===== src/rtl/dual_dac_ctrl_pkg.sv =====
package dual_dac_ctrl_pkg;
  localparam int DATA_W = 12;
  localparam int NUM_CH = 2;

  typedef struct packed {
    logic              shift;
    logic              bitIn;
    logic              preset;
    logic              presetHalf;
    logic [NUM_CH-1:0] follow;
  } dacStrobe_t;
endpackage


===== src/rtl/dual_dac_sync.sv =====
module dual_dac_sync #(
  parameter int WIDTH = 8,
  parameter logic [WIDTH-1:0] RST_VAL = '0
) (
  input  logic             clk,
  input  logic             rst,
  input  logic [WIDTH-1:0] rawIn,
  output logic [WIDTH-1:0] syncOut
);
  logic [WIDTH-1:0] metaStage;

  always_ff @(posedge clk) begin
    if (rst) begin
      metaStage <= RST_VAL;
      syncOut   <= RST_VAL;
    end else begin
      metaStage <= rawIn;
      syncOut   <= metaStage;
    end
  end
endmodule


===== src/rtl/dual_dac_ctl.sv =====
module dual_dac_ctl
  import dual_dac_ctrl_pkg::*;
(
  input  logic              clk,
  input  logic              rst,
  input  logic              serData,
  input  logic              serClk,
  input  logic              chipSelN,
  input  logic [NUM_CH-1:0] loadN,
  input  logic              presetN,
  input  logic              halfMode,
  input  logic              sleepN,
  output dacStrobe_t        strb,
  output logic              sleepOn,
  output logic              protoErr
);
  localparam int PIN_W = NUM_CH + 6;
  localparam logic [PIN_W-1:0] PIN_IDLE = {1'b1, 1'b0, 1'b1, {NUM_CH{1'b1}}, 1'b1, 1'b0, 1'b0};

  logic [PIN_W-1:0] rawPins;
  logic [PIN_W-1:0] syncPins;
  logic             sData, sClk, sCsN, sPresetN, sHalf, sSleepN;
  logic [NUM_CH-1:0] sLoadN;
  logic             clkPrev;
  logic             clkRise;

  assign rawPins = {sleepN, halfMode, presetN, loadN, chipSelN, serClk, serData};

  dual_dac_sync #(.WIDTH(PIN_W), .RST_VAL(PIN_IDLE)) pinSync_i (
    .clk    (clk),
    .rst    (rst),
    .rawIn  (rawPins),
    .syncOut(syncPins)
  );

  assign {sSleepN, sHalf, sPresetN, sLoadN, sCsN, sClk, sData} = syncPins;

  always_ff @(posedge clk) begin
    if (rst) clkPrev <= 1'b0;
    else     clkPrev <= sClk;
  end

  assign clkRise = sClk & ~clkPrev;

  always_comb begin
    strb.shift      = clkRise & ~sCsN;
    strb.bitIn      = sData;
    strb.preset     = ~sPresetN;
    strb.presetHalf = sHalf;
    strb.follow     = ~sLoadN & {NUM_CH{sPresetN}};
  end

  assign sleepOn = ~sSleepN;

  always_ff @(posedge clk) begin
    if (rst)                                   protoErr <= 1'b0;
    else if (strb.shift && (sLoadN != '1))     protoErr <= 1'b1;
  end

  // once raised, the error flag holds until reset
  p_err_sticky_r8: assert property (@(posedge clk) disable iff (rst)
    protoErr |=> protoErr);
endmodule


===== src/rtl/dual_dac_dp.sv =====
module dual_dac_dp
  import dual_dac_ctrl_pkg::*;
(
  input  logic                          clk,
  input  logic                          rst,
  input  dacStrobe_t                    strb,
  output logic [NUM_CH-1:0][DATA_W-1:0] chanReg
);
  localparam logic [DATA_W-1:0] HALF_CODE = {1'b1, {(DATA_W-1){1'b0}}};

  logic [DATA_W-1:0] shiftReg;

  always_ff @(posedge clk) begin
    if (rst)             shiftReg <= '0;
    else if (strb.shift) shiftReg <= {shiftReg[DATA_W-2:0], strb.bitIn};
  end

  // no strobe, no movement
  p_shift_idle_r1: assert property (@(posedge clk) disable iff (rst)
    !strb.shift |=> shiftReg == $past(shiftReg));

  for (genvar g = 0; g < NUM_CH; g++) begin : gChan
    always_ff @(posedge clk) begin
      if (rst)                 chanReg[g] <= '0;
      else if (strb.preset)    chanReg[g] <= strb.presetHalf ? HALF_CODE : '0;
      else if (strb.follow[g]) chanReg[g] <= shiftReg;
    end

    // a transparent channel tracks the shift register
    p_follow_r3: assert property (@(posedge clk) disable iff (rst)
      strb.follow[g] |=> chanReg[g] == $past(shiftReg));

    // a latched channel keeps its value
    p_hold_r3: assert property (@(posedge clk) disable iff (rst)
      (!strb.follow[g] && !strb.preset) |=> chanReg[g] == $past(chanReg[g]));

    // preset value picked by the mode bit
    p_preset_r5: assert property (@(posedge clk) disable iff (rst)
      strb.preset |=> chanReg[g] == ($past(strb.presetHalf) ? HALF_CODE : '0));
  end
endmodule


===== src/rtl/dual_dac_ctrl.sv =====
module dual_dac_ctrl
  import dual_dac_ctrl_pkg::*;
(
  input  logic              clk,
  input  logic              rst,
  input  logic              serData,
  input  logic              serClk,
  input  logic              chipSelN,
  input  logic              loadAN,
  input  logic              loadBN,
  input  logic              presetN,
  input  logic              halfMode,
  input  logic              sleepN,
  output logic [DATA_W-1:0] chanA,
  output logic [DATA_W-1:0] chanB,
  output logic              powerA,
  output logic              powerB,
  output logic              protoErr
);
  dacStrobe_t                    strb;
  logic                          sleepOn;
  logic [NUM_CH-1:0][DATA_W-1:0] chanReg;

  dual_dac_ctl ctl_i (
    .clk     (clk),
    .rst     (rst),
    .serData (serData),
    .serClk  (serClk),
    .chipSelN(chipSelN),
    .loadN   ({loadBN, loadAN}),
    .presetN (presetN),
    .halfMode(halfMode),
    .sleepN  (sleepN),
    .strb    (strb),
    .sleepOn (sleepOn),
    .protoErr(protoErr)
  );

  dual_dac_dp dp_i (
    .clk    (clk),
    .rst    (rst),
    .strb   (strb),
    .chanReg(chanReg)
  );

  assign chanA  = sleepOn ? '0 : chanReg[0];
  assign chanB  = sleepOn ? '0 : chanReg[1];
  assign powerA = ~sleepOn;
  assign powerB = ~sleepOn;
endmodule


===== config.mk =====
export PLATFORM = sky130hd
export DESIGN_NAME = dual_dac_ctrl
export DESIGN_NICKNAME = d
export VERILOG_FILES = /design/src/rtl/dual_dac_ctrl_pkg.sv /design/src/rtl/dual_dac_sync.sv /design/src/rtl/dual_dac_ctl.sv /design/src/rtl/dual_dac_dp.sv /design/src/rtl/dual_dac_ctrl.sv
export SDC_FILE = /design/constraint.sdc
export NUM_CORES = 1
export LEC_CHECK = 0
export ABC_AREA = 1
export BUFFER_PORTS_ARGS = -buffer_cell sky130_fd_sc_hd__buf_2
export CORE_AREA = 5 5 54 91
export DETAILED_ROUTE_END_ITERATION = 16
export DIE_AREA = 0 0 59 96
export GPL_TIMING_DRIVEN = 0
export HOLD_SLACK_MARGIN = 0.05
export PLACE_DENSITY = 0.8
export SYNTH_ARGS = -nofsm -noshare
export SYNTH_HDL_FRONTEND = slang
export SYNTH_SLANG_ARGS = --single-unit

===== constraint.sdc =====
create_clock -name clk -period 2.6 [get_ports clk]
set_clock_uncertainty 0.2 [all_clocks]
set_input_delay 0.26 -clock clk [delete_from_list [all_inputs] [get_ports clk]]
set_output_delay 0.26 -clock clk [all_outputs]
set_load 0.1 [all_outputs]

==> out/qor.csv, run 1 <==
stage;metric;value;unit
run_status;outcome;completed;
drt;drt via density;4.62;
placed_design;Inst Count DP;377;
die;die height;96;µm
timing;Setup Viol. Count Final;0;
drt;Routed WL;4430;µm
grt;largest net degree at the start of global routing;16;
yosys;Post-Syn Instances;292;
yosys;Netlist cell types;20;
drt;DRT Pass-1 Iters;4;
grt;initial antenna violation count;0;
yosys;register area share after synthesis;47.1;%
worst_setup_path;crit start category;flop;
yosys;Yosys reg bits;54;
grt;grt total ovfl;0;
placed_design;IO Port Bufs;36;
timing;endpoints failing hold;0;
grt;GRT Util Overall;17.9;%
drt;vias;1816;
yosys;average cell area after synthesis;7.85;µm²
placed_design;DP HPWL;3260;µm
timing;setup TNS;0;ns
cts;total CTS buffers;5;
timing;Fin Hold WS;0.0950;ns
flow_run;Max Cap Viol;0;
yosys;Mapped Nets;302;
cts;post-CTS setup buffer count;0;
cts;Root Buffer;clkbuf_8;
drt;drt wl/cell;11.3;µm
yosys;yosys warns;0;
worst_setup_path;worst path required time;2.14;ns
pwr;Sw Pwr;344;µW
timing;slew of the pin with the lowest slew margin;0.492;ns
finish;fin nets;353;
cts;Clock Sinks;54;
timing;worst relative slew slack;67.4;%
finish;post-route insts no fill;393;
cts;H-tree lvl count;2;
timing;setup ws final;0.587;ns
worst_setup_path;CP Class;reg2out;
drt;DR iter-0 viols;55;
timing;Final Critical Period;2.01;ns
finish;# diodes;0;
finish;Area Overhead vs Synth;18.0;%
die;die area;5660;µm²
drt;Routed Antenna Nets;0;
timing;RSZ-0062 raised after global routing;false;
timing;Max Clk Rate;497;MHz
yosys;Synth Cell Area;2290;µm²
pwr;leakage;0.00143;µW
worst_setup_path;Crit. End Element;primary output;
cts;clock-pin slew on the worst setup and hold paths;0.09;ns
cts;clk buf depth;2;
worst_setup_path;worst-path maximum fanout;10;
placed_design;routability cong.;0.824;
pwr;Switching Share;23.7;%
grt;first-pass GRT wire length;7800;µm
cts;worst skew pair latency;0.30;ns
drt;DRC Markers;0;
grt;vias in the first global route;1795;
placed_design;DP Worst Slack;0.896;ns
die;Rows;31;
worst_setup_path;Arr. time, crit path;1.55;ns
timing;Final Cycle Share;77.4;%
die;I/O pin cnt;37;
timing;max-slew violation count;0;
die;die width;59;µm
finish;layout cells sized above 1;32.6;%
pwr;IR drop worst, VDD;0.000569;V
pwr;Pint;1110;µW
die;Starting Density;55.8;%
hold_path;worst min-delay path class;in2reg;
pwr;Clock Power Share;31.8;%
pwr;Comb pwr share;9.3;%
pwr;PD cells;536;nW/µm²
pwr;sequential share of power;58.8;%
die;core box area;4110;µm²
cts;CTS tree;done;
## stage by stage
step	power, µW	utilization (%)	cell area, µm²
2_1_floorplan	973	-	2290
3_3_place_gp	997	61.7	2530
3_5_place_dp	1000	61.7	2530
4_1_cts	1470	65.8	2710
5_1_grt	1520	65.8	2710
6_report	1450	65.8	2710
## metal layers
layer | wire, µm | GRT usage [%]
met1 | 1680 | 18.2
met2 | 2530 | 34.7
met3 | 143 | 2.95
met4 | 81 | 7.37
met5 | 0 | 0
## synth_stat cells, drive strengths merged
master  count  area, µm²
clkbuf      1       3.75
inv        51        196
nor2       36        135
or2        10       62.6
a21oi      23        183
o21ai       3       15.0
buf        16        139
nand3      23        120
dfxtp      54       1080
nand2      74        338
nand3b      1       20.0
## cells in the final DEF, fill, tap and decap left out, types with 2 or more instances in the layout
cell type,netlist,routed
dlygate4sd3_1,0,8
nand2_4,2,2
clkbuf_8,0,6
o21ai_0,3,3
a21oi_2,18,18
inv_1,48,48
buf_4,4,4
dfxtp_1,54,54
or2_2,10,10
buf_2,7,43
nand2_2,18,18
buf_12,2,2
nand2_1,54,54
inv_4,2,2
clkbuf_1,1,2
nor2_1,36,36
nand3_1,22,22
a21oi_1,5,5
buf_6,3,3
## power groups by stage
stage | Clock (µW) | Sequential, µW | Combinational [µW]
2_1_floorplan | 0 | 875 | 97.4
3_3_place_gp | 0 | 872 | 125
3_5_place_dp | 0 | 873 | 127
4_1_cts | 479 | 854 | 137
5_1_grt | 519 | 856 | 149
6_report | 462 | 854 | 135
## cell type report
type,instances,area [µm²]
repair buffers,44,260
clock inverters,1,5.00
plain buffers,17,143
fillers,383,1410
clock buffers,7,86.3
well taps,49,61.3
flip-flops and latches,54,1080
inverters,51,196
multi-input cells,170,873
## state kept, by name (all words and copies together) (netlist names)
| signal | count |
|---|---|
| dp_i.shiftReg | 12 |
| ctl_i.pinSync_i.syncOut | 8 |
| ctl_i.protoErr | 1 |
| ctl_i.pinSync_i.metaStage | 8 |
| ctl_i.clkPrev | 1 |
| dp_i.chanReg | 24 |
## repair_timing
item | in CTS | in global routing
endpoints found under the hold margin | 8 | 0
resized for setup | 0 | 0
hold buffers | 8 | 0
## cells by family (layout without fill, tap and decap cells)
group,Yosys count,after routing,synth area share [%]
DFF,54,54,47.1
buffers and inverters,68,120,14.8
and+or+nand+nor,144,144,29.5
AOI/OAI and AO/OA,26,26,8.62
## worst paths after layout
path                                                   start                          to  slack, ns  cells after the start
worst min-delay path                                     rst            dp_i.shiftReg[2]       0.09                      4
worst max register to register    ctl_i.pinSync_i.syncOut[5]            dp_i.chanReg[11]       1.37                      4
worst max-delay path              ctl_i.pinSync_i.syncOut[7]                    chanA[7]       0.59                      4
worst min register to register  ctl_i.pinSync_i.metaStage[6]  ctl_i.pinSync_i.syncOut[6]       0.21                      2
## worst max-delay path, cell delays in order, from the launching register on
cell and delay [ns]:
dfxtp_1 0.44, buf_2 0.27, nand2_1 0.08, inv_1 0.05, buf_2 0.41
(Power assumes the default switching activity.)
==> run 2, diff against run 1 <==
--- a/config.mk
+++ b/config.mk
@@ -7,12 +7,12 @@
 export LEC_CHECK = 0
 export ABC_AREA = 1
 export BUFFER_PORTS_ARGS = -buffer_cell sky130_fd_sc_hd__buf_2
-export CORE_AREA = 5 5 54 91
+export CORE_AREA = 5 5 55 94
 export DETAILED_ROUTE_END_ITERATION = 16
-export DIE_AREA = 0 0 59 96
+export DIE_AREA = 0 0 60 99
 export GPL_TIMING_DRIVEN = 0
 export HOLD_SLACK_MARGIN = 0.05
-export PLACE_DENSITY = 0.8
+export PLACE_DENSITY = 0.76
 export SYNTH_ARGS = -nofsm -noshare
 export SYNTH_HDL_FRONTEND = slang
 export SYNTH_SLANG_ARGS = --single-unit
==> constraint.sdc (replaced) <==
create_clock -name clk -period 1.88 [get_ports clk]
set_clock_uncertainty 0.2 [all_clocks]
set_input_delay 0.188 -clock clk [delete_from_list [all_inputs] [get_ports clk]]
set_output_delay 0.188 -clock clk [all_outputs]
set_load 0.1 [all_outputs]
==> run 2 against run 1 <==
Non-clock buffer count is 1 higher. Worst hold slack improved by 0.11 ns. Die area rose by 4.9%. Sequential power is 38% higher. Final cell count is 0.76% higher. Setup slack worse by 0.48 ns. Clock power up 42%. Critical path type unchanged. Highest routed layer unchanged.
==> out/qor.csv, run 2 (synthesis results as in run 1) <==
stage;metric;value;unit
timing;endpoints failing hold;0;
placed_design;routability cong.;0.795;
pwr;Clock Power Share;32.3;%
cts;post-CTS setup buffer count;0;
cts;total CTS buffers;5;
pwr;leakage;0.00122;µW
drt;DRC Markers;0;
worst_setup_path;CP cell instances;clkbuf_4 > nand2_1 > clkinvlp_4 > buf_4;
placed_design;IO Port Bufs;36;
drt;drt via density;4.69;
timing;Max Clk Rate;563;MHz
timing;Final Critical Period;1.78;ns
finish;fin nets;354;
drt;vias;1857;
timing;Fin Hold WS;0.209;ns
die;die height;99;µm
die;core box area;4320;µm²
grt;first-pass GRT wire length;7940;µm
finish;fill count;382;
cts;CTS tree;done;
die;die area;5940;µm²
cts;Clock Sinks;54;
finish;sequential cell area;1080;µm²
drt;DR iter-0 viols;50;
pwr;Pint;1530;µW
timing;setup TNS;0;ns
die;Rows;32;
cts;worst skew pair latency;0.30;ns
worst_setup_path;Crit. End Element;primary output;
placed_design;dpl cell area;2610;µm²
pwr;IR drop worst, VDD;0.000666;V
finish;biggest regs;dp_i.chanReg: 24 flops, dp_i.shiftReg: 12 flops;
grt;GRT Util Overall;17.3;%
grt;largest net degree at the start of global routing;17;
die;Starting Density;53.0;%
finish;max reg flops;24;
finish;Multi-input gate area;873;µm²
die;die width;60;µm
timing;slew of the pin with the lowest slew margin;0.489;ns
grt;vias in the first global route;1828;
cts;H-tree lvl count;2;
worst_setup_path;crit start category;flop;
finish;fin area;2860;µm²
worst_setup_path;worst-path maximum fanout;10;
drt;drt wl/cell;11.4;µm
worst_setup_path;Worst path max stage delay;0.40;ns
timing;RSZ-0062 raised after global routing;false;
drt;DRT Pass-1 Iters;4;
cts;clock-pin slew on the worst setup and hold paths;0.09;ns
timing;max-slew violation count;0;
grt;grt total ovfl;0;
cts;clk buf depth;2;
finish;commonest non-fill, non-tap cells in the layout;nand2_1 (54), dfxtp_1 (53), nor2_1 (36), inv_1 (28), buf_4 (23);
timing;Final Cycle Share;94.5;%
worst_setup_path;Slowest cell on crit path;dfxtp_2;
finish;Biggest register;dp_i.chanReg;
drt;Routed WL;4530;µm
pwr;Switching Share;24.5;%
run_status;outcome;completed;
finish;Area Overhead vs Synth;24.5;%
cts;Root Buffer;clkbuf_8;
die;I/O pin cnt;37;
pwr;Sw Pwr;497;µW
finish;# diodes;0;
grt;initial antenna violation count;0;
pwr;sequential share of power;58.2;%
timing;Setup Viol. Count Final;0;
placed_design;Inst Count DP;379;
placed_design;DP HPWL;3260;µm
flow_run;Max Cap Viol;0;
pwr;PD cells;711;nW/µm²
pwr;Comb pwr share;9.5;%
finish;leading cell type in the layout, fill and taps excluded;nand2_1;
worst_setup_path;worst path required time;1.49;ns
worst_setup_path;CP Class;reg2out;
finish;layout cells sized above 1;38.8;%
timing;worst relative slew slack;67.6;%
finish;post-route insts no fill;396;
drt;Routed Antenna Nets;0;
hold_path;worst min-delay path class;reg2reg;
worst_setup_path;Arr. time, crit path;1.39;ns
[run 2: cell types whose count changed in the layout (fill, tap and decap cells not counted), sizes merged]
cell | previous run | this run
clkinvlp | 0 | 21
inv | 51 | 31
buf | 52 | 51
dlygate4sd3 | 8 | 9
[run 2: cell type report]
type | count | share of cell area [%]
clock buffer | 6 | 2.89
multi-input combinational | 170 | 30.6
tap | 51 | 2.23
timing repair buffer | 45 | 11.3
clock inverter | 2 | 0.438
buffer | 17 | 5.08
inverter | 51 | 9.51
sequential | 54 | 37.9
[run 2: worst max-delay path: cells and delay by family, from the launching register on]
kind	cells	cell delay (ns)
buf+inv	3	0.58
flops	1	0.40
simple gates	1	0.10
[run 2: routing by layer]
metal  vias up  global-route usage (%)  share of wire (%)
li1        969                       -                  -
met1       853                    18.1                 38
met2        27                    32.2                 56
met3         8                    2.88                3.2
met4         0                    7.34                2.3
met5         -                       0                  0
[run 2: power groups by stage]
stage | sequential, µW | clock [µW] | combinational [µW]
finish | 1180 | 657 | 192
global route | 1180 | 721 | 211
detailed placement | 1210 | 0 | 177
floorplan | 1210 | 0 | 135
CTS | 1180 | 680 | 192
global placement | 1210 | 0 | 175
[run 2: timing repair]
action	in CTS	in global routing
hold endpoints to repair	10	0
hold buffers	9	0
gates resized for setup	20	2
endpoints found under the setup margin	20	11
pin swaps	0	0
[run 2: path summary, 6_finish.rpt]
check / depth (start not counted) / endpoint / from / slack [ns]
setup reg to reg: 4 / dp_i.chanReg[9] / ctl_i.pinSync_i.syncOut[5] / 0.69
hold / removal: 2 / ctl_i.pinSync_i.syncOut[0] / ctl_i.pinSync_i.metaStage[0] / 0.21
setup / recovery: 4 / chanA[7] / ctl_i.pinSync_i.syncOut[7] / 0.10
hold reg to reg: 2 / ctl_i.pinSync_i.syncOut[0] / ctl_i.pinSync_i.metaStage[0] / 0.21
[run 2: per-stage QoR]
stage                     worst slack, ns  util (%)  total power (µW)
after global placement              0.248      60.4              1380
after global routing              0.00113      66.0              2120
after CTS                          0.0395      65.9              2050
after detailed placement            0.255      60.4              1380
final                               0.103      66.0              2030
after floorplan                    0.0868         -              1350
==> run 3, diff against run 2 <==
--- a/config.mk
+++ b/config.mk
@@ -7,12 +7,12 @@
 export LEC_CHECK = 0
 export ABC_AREA = 1
 export BUFFER_PORTS_ARGS = -buffer_cell sky130_fd_sc_hd__buf_2
-export CORE_AREA = 5 5 55 94
+export CORE_AREA = 5 5 58 98
 export DETAILED_ROUTE_END_ITERATION = 16
-export DIE_AREA = 0 0 60 99
+export DIE_AREA = 0 0 63 103
 export GPL_TIMING_DRIVEN = 0
 export HOLD_SLACK_MARGIN = 0.05
-export PLACE_DENSITY = 0.76
+export PLACE_DENSITY = 0.7
 export SYNTH_ARGS = -nofsm -noshare
 export SYNTH_HDL_FRONTEND = slang
 export SYNTH_SLANG_ARGS = --single-unit
==> run 3 against run 2 <==
Sequential power about the same. Register-to-register slack worse by 0.09 ns. Highest routed layer unchanged. Count of clock-buffer cells in the layout down 1. Sequential cell count unchanged. Clock power up 19%. Sequential share of layout area down 0.67 points. Die area up 9.2%. Critical endpoint is now chanA[8]. Global-route usage down 2.5 points.
==> out/qor.csv, run 3 (synthesis results as in run 1) <==
stage;metric;value;unit
finish;layout cells sized above 1;38.8;%
worst_setup_path;worst path required time;1.49;ns
worst_setup_path;CP cell instances;clkbuf_4 > nand2_1 > clkinvlp_4 > buf_4;
pwr;Comb pwr share;8.9;%
timing;endpoints failing hold;0;
drt;Routed WL;4410;µm
drt;DR iter-0 viols;12;
worst_setup_path;flop-to-flop setup slack;0.60;ns
pwr;sequential share of power;54.9;%
grt;largest net degree at the start of global routing;18;
timing;Setup Viol. Count Final;0;
finish;fin nets;354;
timing;max-slew violation count;0;
finish;fill count;466;
worst_setup_path;FF-to-FF path depth;4;
worst_setup_path;crit start category;flop;
die;I/O pin cnt;37;
drt;drt wl/cell;11.0;µm
cts;H-tree lvl count;2;
worst_setup_path;Crit. End Element;primary output;
timing;setup TNS;0;ns
finish;commonest non-fill, non-tap cells in the layout;nand2_1 (54), dfxtp_1 (53), nor2_1 (36), inv_1 (28);
placed_design;routability cong.;0.769;
cts;worst skew pair latency;0.31;ns
cts;total CTS buffers;5;
pwr;leakage;0.00124;µW
drt;Routed Antenna Nets;0;
cts;CTS tree;done;
timing;Final Critical Period;1.78;ns
finish;biggest regs;dp_i.chanReg: 24 flops, dp_i.shiftReg: 12 flops;
die;die height;103;µm
hold_path;min-delay src;ctl_i.pinSync_i.metaStage[6];
pwr;Pwr Total;2150;µW
grt;vias in the first global route;1772;
worst_setup_path;Critical R2R Capture;dp_i.chanReg[11];
pwr;Switching Share;23.9;%
grt;first-pass GRT wire length;7650;µm
grt;GRT Util Overall;14.8;%
die;Starting Density;46.9;%
worst_setup_path;Slowest cell on crit path;dfxtp_2;
drt;DRT Pass-1 Iters;4;
grt;grt total ovfl;0;
worst_setup_path;Worst path max stage delay;0.41;ns
drt;DRC Markers;0;
finish;fin area;2910;µm²
pwr;PD cells;740;nW/µm²
cts;Clock Sinks;54;
pwr;IR drop worst, VDD;0.000657;V
timing;slew of the pin with the lowest slew margin;0.486;ns
cts;Root Buffer;clkbuf_8;
placed_design;dpl cell area;2620;µm²
worst_setup_path;Arr. time, crit path;1.40;ns
timing;Max Clk Rate;561;MHz
placed_design;IO Port Bufs;36;
worst_setup_path;Buf/Inv on CP;3;
pwr;Clock Power Share;36.2;%
finish;sequential cell area;1080;µm²
finish;max reg flops;24;
pwr;Sw Pwr;515;µW
timing;RSZ-0062 raised after global routing;false;
hold_path;worst min-delay path class;reg2reg;
drt;drt via density;4.54;
timing;worst relative slew slack;67.8;%
cts;post-CTS setup buffer count;0;
hold_path;Hold Path End;ctl_i.pinSync_i.syncOut[6];
finish;Multi-input gate area;873;µm²
die;die width;63;µm
worst_setup_path;worst-path maximum fanout;10;
worst_setup_path;CP Class;reg2out;
finish;# diodes;0;
cts;clock-pin slew on the worst setup and hold paths;0.10;ns
flow_run;Max Cap Viol;0;
die;Rows;34;
worst_setup_path;CP top delay family;buffers and inverters;
grt;initial antenna violation count;0;
die;die area;6490;µm²
drt;vias;1812;
finish;leading cell type in the layout, fill and taps excluded;nand2_1;
placed_design;DP HPWL;3340;µm
die;core box area;4890;µm²
run_status;outcome;completed;
hold_path;Min-Delay Path Depth;2;
worst_setup_path;Critical R2R Launch;ctl_i.pinSync_i.syncOut[5];
timing;Final Cycle Share;94.9;%
finish;Area Overhead vs Synth;26.7;%
cts;clk buf depth;2;
pwr;Pint;1640;µW
finish;Biggest register;dp_i.chanReg;
[run 3: final cells by class]
type                            instances  area share [%]
Buffer                                 17            4.99
Clock buffer                            5            2.37
Clock inverter                          3            1.51
Inverter                               51            9.34
Multi-Input combinational cell        170            30.0
Sequential cell                        54            37.2
Tap cell                               54            2.32
Timing Repair Buffer                   45            12.2
[run 3: repair_timing]
action	CTS	global route
endpoints found under the hold margin	10	0
hold buffers	9	0
endpoints found under the setup margin	20	16
gates resized for setup	20	10
[run 3: worst max-delay path by stage]
stage	depth (start not counted)	endpoint	slack, ns	from
floorplan	3	chanA[10]	0.09	ctl_i.pinSync_i.syncOut[7]
global placement	4	chanB[0]	0.24	ctl_i.pinSync_i.syncOut[7]
detailed placement	4	chanA[9]	0.23	ctl_i.pinSync_i.syncOut[7]
CTS	4	chanA[9]	0.01	ctl_i.pinSync_i.syncOut[7]
global route	4	chanB[10]	0.0005	ctl_i.pinSync_i.syncOut[7]
finish	4	chanA[8]	0.1	ctl_i.pinSync_i.syncOut[7]
[run 3: power groups by stage]
stage	logic, µW	registers, µW	clock network, µW
4_1_cts	193	1180	801
3_5_place_dp	178	1210	0
3_3_place_gp	174	1210	0
6_report	191	1180	779
5_1_grt	210	1180	842
2_1_floorplan	135	1210	0
[run 3: through the flow]
step / setup slack (ns) / instances / hold slack [ns] / utilization (%)
2_1_floorplan: 0.0868 / 292 / 0.0918 / -
3_3_place_gp: 0.240 / 382 / 0.171 / 53.5
3_5_place_dp: 0.234 / 382 / 0.174 / 53.5
4_1_cts: 0.0105 / 399 / 0.210 / 58.7
5_1_grt: 0.000483 / 399 / 0.221 / 59.4
6_report: 0.0967 / 399 / 0.209 / 59.4
[run 3: worst reg2reg max path, delay by kind of cell, from the launching register on]
family	cells	cell delay [ns]
AO/OA/AOI/OAI	1	0.36
buffers and inverters	1	0.14
AND/OR/NAND/NOR	2	0.20
flip-flops	1	0.32
[run 3: layer usage]
metal | global-route usage (%) | vias to the layer above | part of all wire [%]
met1 | 14.9 | 812 | 38
met4 | 7.84 | 0 | 2.2
met3 | 2.62 | 8 | 3.1
li1 | - | 965 | -
met2 | 28.4 | 27 | 56
met5 | 0 | - | 0
